**config.mk**
```make
export PLATFORM = sky130hd
export DESIGN_NAME = latch_sensor_evt
export DESIGN_NICKNAME = d
export VERILOG_FILES = /design/src/rtl/latch_sense_pkg.sv /design/src/rtl/ls_sync.sv /design/src/rtl/ls_debounce.sv /design/src/rtl/ls_status.sv /design/src/rtl/latch_sensor_evt.sv
export SDC_FILE = /design/constraint.sdc
export NUM_CORES = 1
export LEC_CHECK = 0
export BUFFER_PORTS_ARGS = -buffer_cell sky130_fd_sc_hd__buf_4
export CORE_AREA = 2 2 39 41
export CTS_BUF_LIST = sky130_fd_sc_hd__clkbuf_8
export CTS_CLUSTER_DIAMETER = 100
export CTS_CLUSTER_SIZE = 12
export DETAILED_ROUTE_END_ITERATION = 12
export DIE_AREA = 0 0 41 43
export PLACE_DENSITY = 0.74
export SLEW_MARGIN = 20
export SYNTH_ARGS = -nofsm -noshare
export SYNTH_HDL_FRONTEND = slang
export SYNTH_SLANG_ARGS = --single-unit
export TNS_END_PERCENT = 1
```
**constraint.sdc**
```tcl
create_clock -name clk -period 1.84 [get_ports clk]
set_input_delay 0.276 -clock clk [delete_from_list [all_inputs] [get_ports clk]]
set_output_delay 0.276 -clock clk [all_outputs]
set_load 0.02 [all_outputs]
```
**src/rtl/latch_sense_pkg.sv**
```systemverilog
package latch_sense_pkg;
  // true when one more differing tick completes the stability window
  function automatic logic dbnc_done(input int unsigned cnt, input int unsigned limit);
    return (cnt + 1) >= limit;
  endfunction

  // level interrupt request condition
  function automatic logic irq_req(input logic sts, input logic en, input logic ie);
    return sts & en & ie;
  endfunction
endpackage

```
**src/rtl/ls_sync.sv**
```systemverilog
module ls_sync #(
  parameter int STAGES = 2
) (
  input  logic clk,
  input  logic rst_n,
  input  logic d_in,
  output logic d_out
);
  logic [STAGES-1:0] pipe_q;

  always_ff @(posedge clk or negedge rst_n) begin
    if (!rst_n) pipe_q <= '1;
    else        pipe_q <= {pipe_q[STAGES-2:0], d_in};
  end

  assign d_out = pipe_q[STAGES-1];
endmodule

```
**src/rtl/ls_debounce.sv**
```systemverilog
module ls_debounce
  import latch_sense_pkg::*;
#(
  parameter int STABLE_MS   = 10,
  parameter int SYNC_STAGES = 2
) (
  input  logic clk,
  input  logic rst_n,
  input  logic smp,
  input  logic ms_tick,
  output logic stable_q,
  output logic chg_pulse
);
  localparam int CNT_W  = $clog2(STABLE_MS + 1);
  localparam int FILL_W = $clog2(SYNC_STAGES + 1);

  logic [CNT_W-1:0]  cnt_q;
  logic [FILL_W-1:0] fill_q;
  logic              primed_q;
  logic              differ;
  logic              accept;
  logic              fill_ready;

  assign differ     = primed_q && (smp != stable_q);
  assign accept     = differ && ms_tick && dbnc_done(int'(cnt_q), STABLE_MS);
  assign fill_ready = (fill_q == FILL_W'(SYNC_STAGES));

  always_ff @(posedge clk or negedge rst_n) begin
    if (!rst_n) begin
      fill_q    <= '0;
      primed_q  <= 1'b0;
      stable_q  <= 1'b1;
      cnt_q     <= '0;
      chg_pulse <= 1'b0;
    end else begin
      chg_pulse <= 1'b0;
      if (!primed_q) begin
        if (fill_ready) begin
          stable_q <= smp;
          primed_q <= 1'b1;
        end else begin
          fill_q <= fill_q + 1'b1;
        end
      end else if (!differ) begin
        cnt_q <= '0;
      end else if (ms_tick) begin
        if (accept) begin
          stable_q  <= smp;
          cnt_q     <= '0;
          chg_pulse <= 1'b1;
        end else begin
          cnt_q <= cnt_q + 1'b1;
        end
      end
    end
  end

  AST_HOLD_WITHOUT_TICK: assert property (@(posedge clk) disable iff (!rst_n)
    (primed_q && !ms_tick) |=> $stable(stable_q));
  AST_NO_EVT_ON_LOAD: assert property (@(posedge clk) disable iff (!rst_n)
    !primed_q |=> !chg_pulse);
  AST_CNT_BOUND: assert property (@(posedge clk) disable iff (!rst_n)
    cnt_q < CNT_W'(STABLE_MS));
endmodule

```
**src/rtl/ls_status.sv**
```systemverilog
module ls_status
  import latch_sense_pkg::*;
(
  input  logic clk,
  input  logic rst_n,
  input  logic chg_pulse,
  input  logic clr_w1c,
  input  logic chg_en,
  input  logic hp_irq_en,
  input  logic msg_sel,
  output logic sts_q,
  output logic irq_msi,
  output logic irq_intx
);
  logic req;

  always_ff @(posedge clk or negedge rst_n) begin
    if (!rst_n)         sts_q <= 1'b0;
    else if (chg_pulse) sts_q <= 1'b1;
    else if (clr_w1c)   sts_q <= 1'b0;
  end

  assign req      = irq_req(sts_q, chg_en, hp_irq_en);
  assign irq_msi  = req & msg_sel;
  assign irq_intx = req & ~msg_sel;

  AST_EVT_SETS_STS: assert property (@(posedge clk) disable iff (!rst_n)
    chg_pulse |=> sts_q);
  AST_STS_RISE_CAUSE: assert property (@(posedge clk) disable iff (!rst_n)
    $rose(sts_q) |-> $past(chg_pulse));
  AST_CLR_WORKS: assert property (@(posedge clk) disable iff (!rst_n)
    (clr_w1c && !chg_pulse) |=> !sts_q);
  AST_IRQ_EXCL: assert property (@(posedge clk) disable iff (!rst_n)
    !(irq_msi && irq_intx));
endmodule

```
**src/rtl/latch_sensor_evt.sv**
```systemverilog
module latch_sensor_evt #(
  parameter int STABLE_MS   = 10,
  parameter int SYNC_STAGES = 2
) (
  input  logic clk,
  input  logic rst_n,
  input  logic sensor_n,
  input  logic ms_tick,
  input  logic chg_en,
  input  logic hp_irq_en,
  input  logic msg_sel,
  input  logic clr_w1c,
  output logic latch_open,
  output logic chg_sts,
  output logic irq_msi,
  output logic irq_intx
);
  logic smp;
  logic chg_evt;

  ls_sync #(.STAGES(SYNC_STAGES)) u_sync (
    .clk(clk), .rst_n(rst_n), .d_in(sensor_n), .d_out(smp)
  );

  ls_debounce #(.STABLE_MS(STABLE_MS), .SYNC_STAGES(SYNC_STAGES)) u_dbnc (
    .clk(clk), .rst_n(rst_n), .smp(smp), .ms_tick(ms_tick),
    .stable_q(latch_open), .chg_pulse(chg_evt)
  );

  ls_status u_sts (
    .clk(clk), .rst_n(rst_n), .chg_pulse(chg_evt), .clr_w1c(clr_w1c),
    .chg_en(chg_en), .hp_irq_en(hp_irq_en), .msg_sel(msg_sel),
    .sts_q(chg_sts), .irq_msi(irq_msi), .irq_intx(irq_intx)
  );

  AST_STATE_MOVES_WITH_EVT: assert property (@(posedge clk) disable iff (!rst_n)
    chg_evt |-> (latch_open != $past(latch_open)));
endmodule

```
==> impl_metrics.tcl <==
set metrics [dict create \
    status "finished, violations left" \
    violations "setup timing" \
    firstDrtPassIters 4 \
    fp.dieW_um 41 \
    synth-seq-area-share_pct 51.6 \
    gp_congestion 0.852 \
    startpoint_type "register" \
    relSlewSlack_pct 65.7 \
    regArea_um2 304 \
    cp_max_fo 4 \
    ir_worst_vdd_mv 0.526 \
    syn_to_final_growth_pct 35.9 \
    worst_ep_arrival_time_ns 2.01 \
    critPathKind "register to register" \
    power_leakage_nw 0.402 \
    finClkSkew_ns 0.00143 \
    cts_tree "done" \
    cp_slowest_cell "or4b_4" \
    wirelength_um 1090 \
    min_path_type "primary input to register" \
    syn_nets 67 \
    root_buffer "clkbuf_8" \
    die_y_um 43 \
    grt_pass1_wl_um 1770 \
    crit_family "simple AND/OR/NAND/NOR gates" \
    nFillCells 110 \
    fmax_mhz 541 \
    placed_area_um2 703 \
    final_area_um2 801 \
    finalWorstSetupSlack_ns -0.00781 \
    wl_per_cell_um 11.9 \
    hold_path_depth 1 \
    yosys-top-cells-area "dfrtp_1 38%, dfstp_2 13%, ha_1 6.4%" \
    slowest_delay_ns 0.52 \
    grt.overflow.total 0 \
    die_area_mm2 0.00176 \
    clock_sinks 12 \
    final_common_cell "buf_4" \
    synth.top_cell.area_share_pct 38.2 \
    start_util_pct 42.6 \
    crit_chain "ha_2, nor2b_4, or4b_4, a31oi_1, mux2_1" \
    routed_via_density 5.08 \
    grt_setup_unrepaired "true" \
    groute.usage.overall_pct 14.9 \
    io_pins 12 \
    nNetsFinal 88 \
    row_count 14 \
    drive_gt1_share_pct 35.5 \
    tns_ns -0.00781 \
    end_kind "register" \
    ys_types 25 \
    ctsLongestPathBuffers 2 \
    cts.clk_slew.worst_paths_ns 0.05 \
    clk_latency_ns 0.24 \
    cts-buffers-inserted 3 \
    synth-seq-cells 12 \
    synth_area_um2 589 \
    drc 0 \
    crit_cells 5 \
    power_density_mw_per_mm2 819 \
    fin_crit_ns 1.85 \
    grt_max_degree 13 \
    grt_antenna_before_repair 0 \
    drt_iter0_drc 9 \
    multi_input_area_um2 273 \
    ys_warn_count 0 \
    core_area_mm2 0.00138 \
    hold_viol 0 \
    cts.htree.levels 1 \
    crit_buf_inv 0 \
    worst_pin_slew_ns 0.508 \
    pre_cts_ws_ns -0.0366 \
    ant_nets 0 \
    reg2regPathDepth 5 \
    cp.required_ns 2.00 \
    final-setup-viol-count 1 \
    cap_violations 0 \
    synth_area_leader_cell "dfrtp_1" \
    netlist_instances 56 \
    grt_pass1_vias 466 \
    hpwl_um 854 \
    port_buffers 11 \
    fin_crit_sh_pct 100 \
    n_antenna_cell 0 \
    vias 467 \
    synth_area_per_cell_um2 10.5 \
    final_cell_mix "16 x buf_4, 9 x dfrtp_1, 7 x nand2_1" \
    slew_viol_final 0 \
]
-- cells by family after synthesis --
logic type / Yosys count / synth area share, %
flip-flops: 12 / 51.6
XOR/XNOR: 4 / 7.22
AND/OR/NAND/NOR: 20 / 17.4
multiplexers: 1 / 1.91
adder cells (fa/ha/maj): 3 / 6.37
buffers and inverters: 6 / 3.82
AO/OA/AOI/OAI: 10 / 11.7
-- state kept, by name, indices dropped and copies added (netlist names) --
register,count
u_dbnc.chg_pulse,1
u_dbnc.cnt_q,4
u_dbnc.fill_q,2
u_dbnc.primed_q,1
u_dbnc.stable_q,1
u_sts.sts_q,1
u_sync.pipe_q,2
-- stage by stage --
stage / utilization (%) / hold WS (ns) / instances / total power, mW
2_1_floorplan: - / -0.0196 / 56 / 0.326
3_3_place_gp: 50.8 / 0.120 / 84 / 0.365
3_5_place_dp: 50.8 / 0.120 / 84 / 0.367
4_1_cts: 57.9 / 0.137 / 92 / 0.664
5_1_grt: 57.9 / 0.131 / 92 / 0.685
6_report: 57.9 / 0.142 / 92 / 0.655
-- cell type report --
cell class | instances | area share (%)
well taps | 16 | 2.50
clock buffers | 4 | 6.87
repair buffers | 17 | 16.3
multi-input cells | 38 | 34.1
inverters | 5 | 2.34
flip-flops and latches | 12 | 38.0
-- layer usage --
layer	wire, um	vias up	global-route usage, %
li1	-	229	-
met1	442	222	16.4
met2	557	14	25.9
met3	75	2	3.14
met4	15	0	6.00
met5	0	-	0
-- final timing paths --
kind                       slack, ns                to              from
setup reg to reg              -0.008   u_dbnc.stable_q   u_dbnc.cnt_q[0]
hold / removal                  0.14  u_sync.pipe_q[0]          sensor_n
setup / recovery              -0.008   u_dbnc.stable_q   u_dbnc.cnt_q[0]
min in group asynchronous       0.42       u_sts.sts_q             rst_n
max in group asynchronous       1.19  u_sync.pipe_q[1]             rst_n
hold reg to reg                 0.35  u_sync.pipe_q[1]  u_sync.pipe_q[0]
-- synth_stat cells, drive strengths merged --
cell and count:
ha 3, a21o 1, nor2 4, nand3 3, o31ai 2, a21boi 1
a31oi 1, and2 1, dfrtp 9, dfstp 3, a22o 1, nand3b 1
or4b 1, o21ai 2, clkbuf 1, xor2 1, inv 5, mux2 1
or2 1, xnor2 3, nor2b 2, o22ai 1, nand2 7, o211ai 1
-- what timing repair did --
action                     in CTS  in global routing
resized for setup               3                  0
pin swaps                       3                  3
hold endpoints to repair        9                  0
setup endpoints to repair       1                  1
hold buffers                    1                  0
buffers inserted                3                  0
-- where the power goes --
group          total [mW]  switching (mW)  internal [mW]  leakage [nW]
Clock               0.284          0.0947          0.189        0.0288
Sequential          0.285         0.00861          0.276         0.145
Combinational      0.0873          0.0353         0.0520         0.228
No activity file was read; power rests on OpenSTA's default activity.
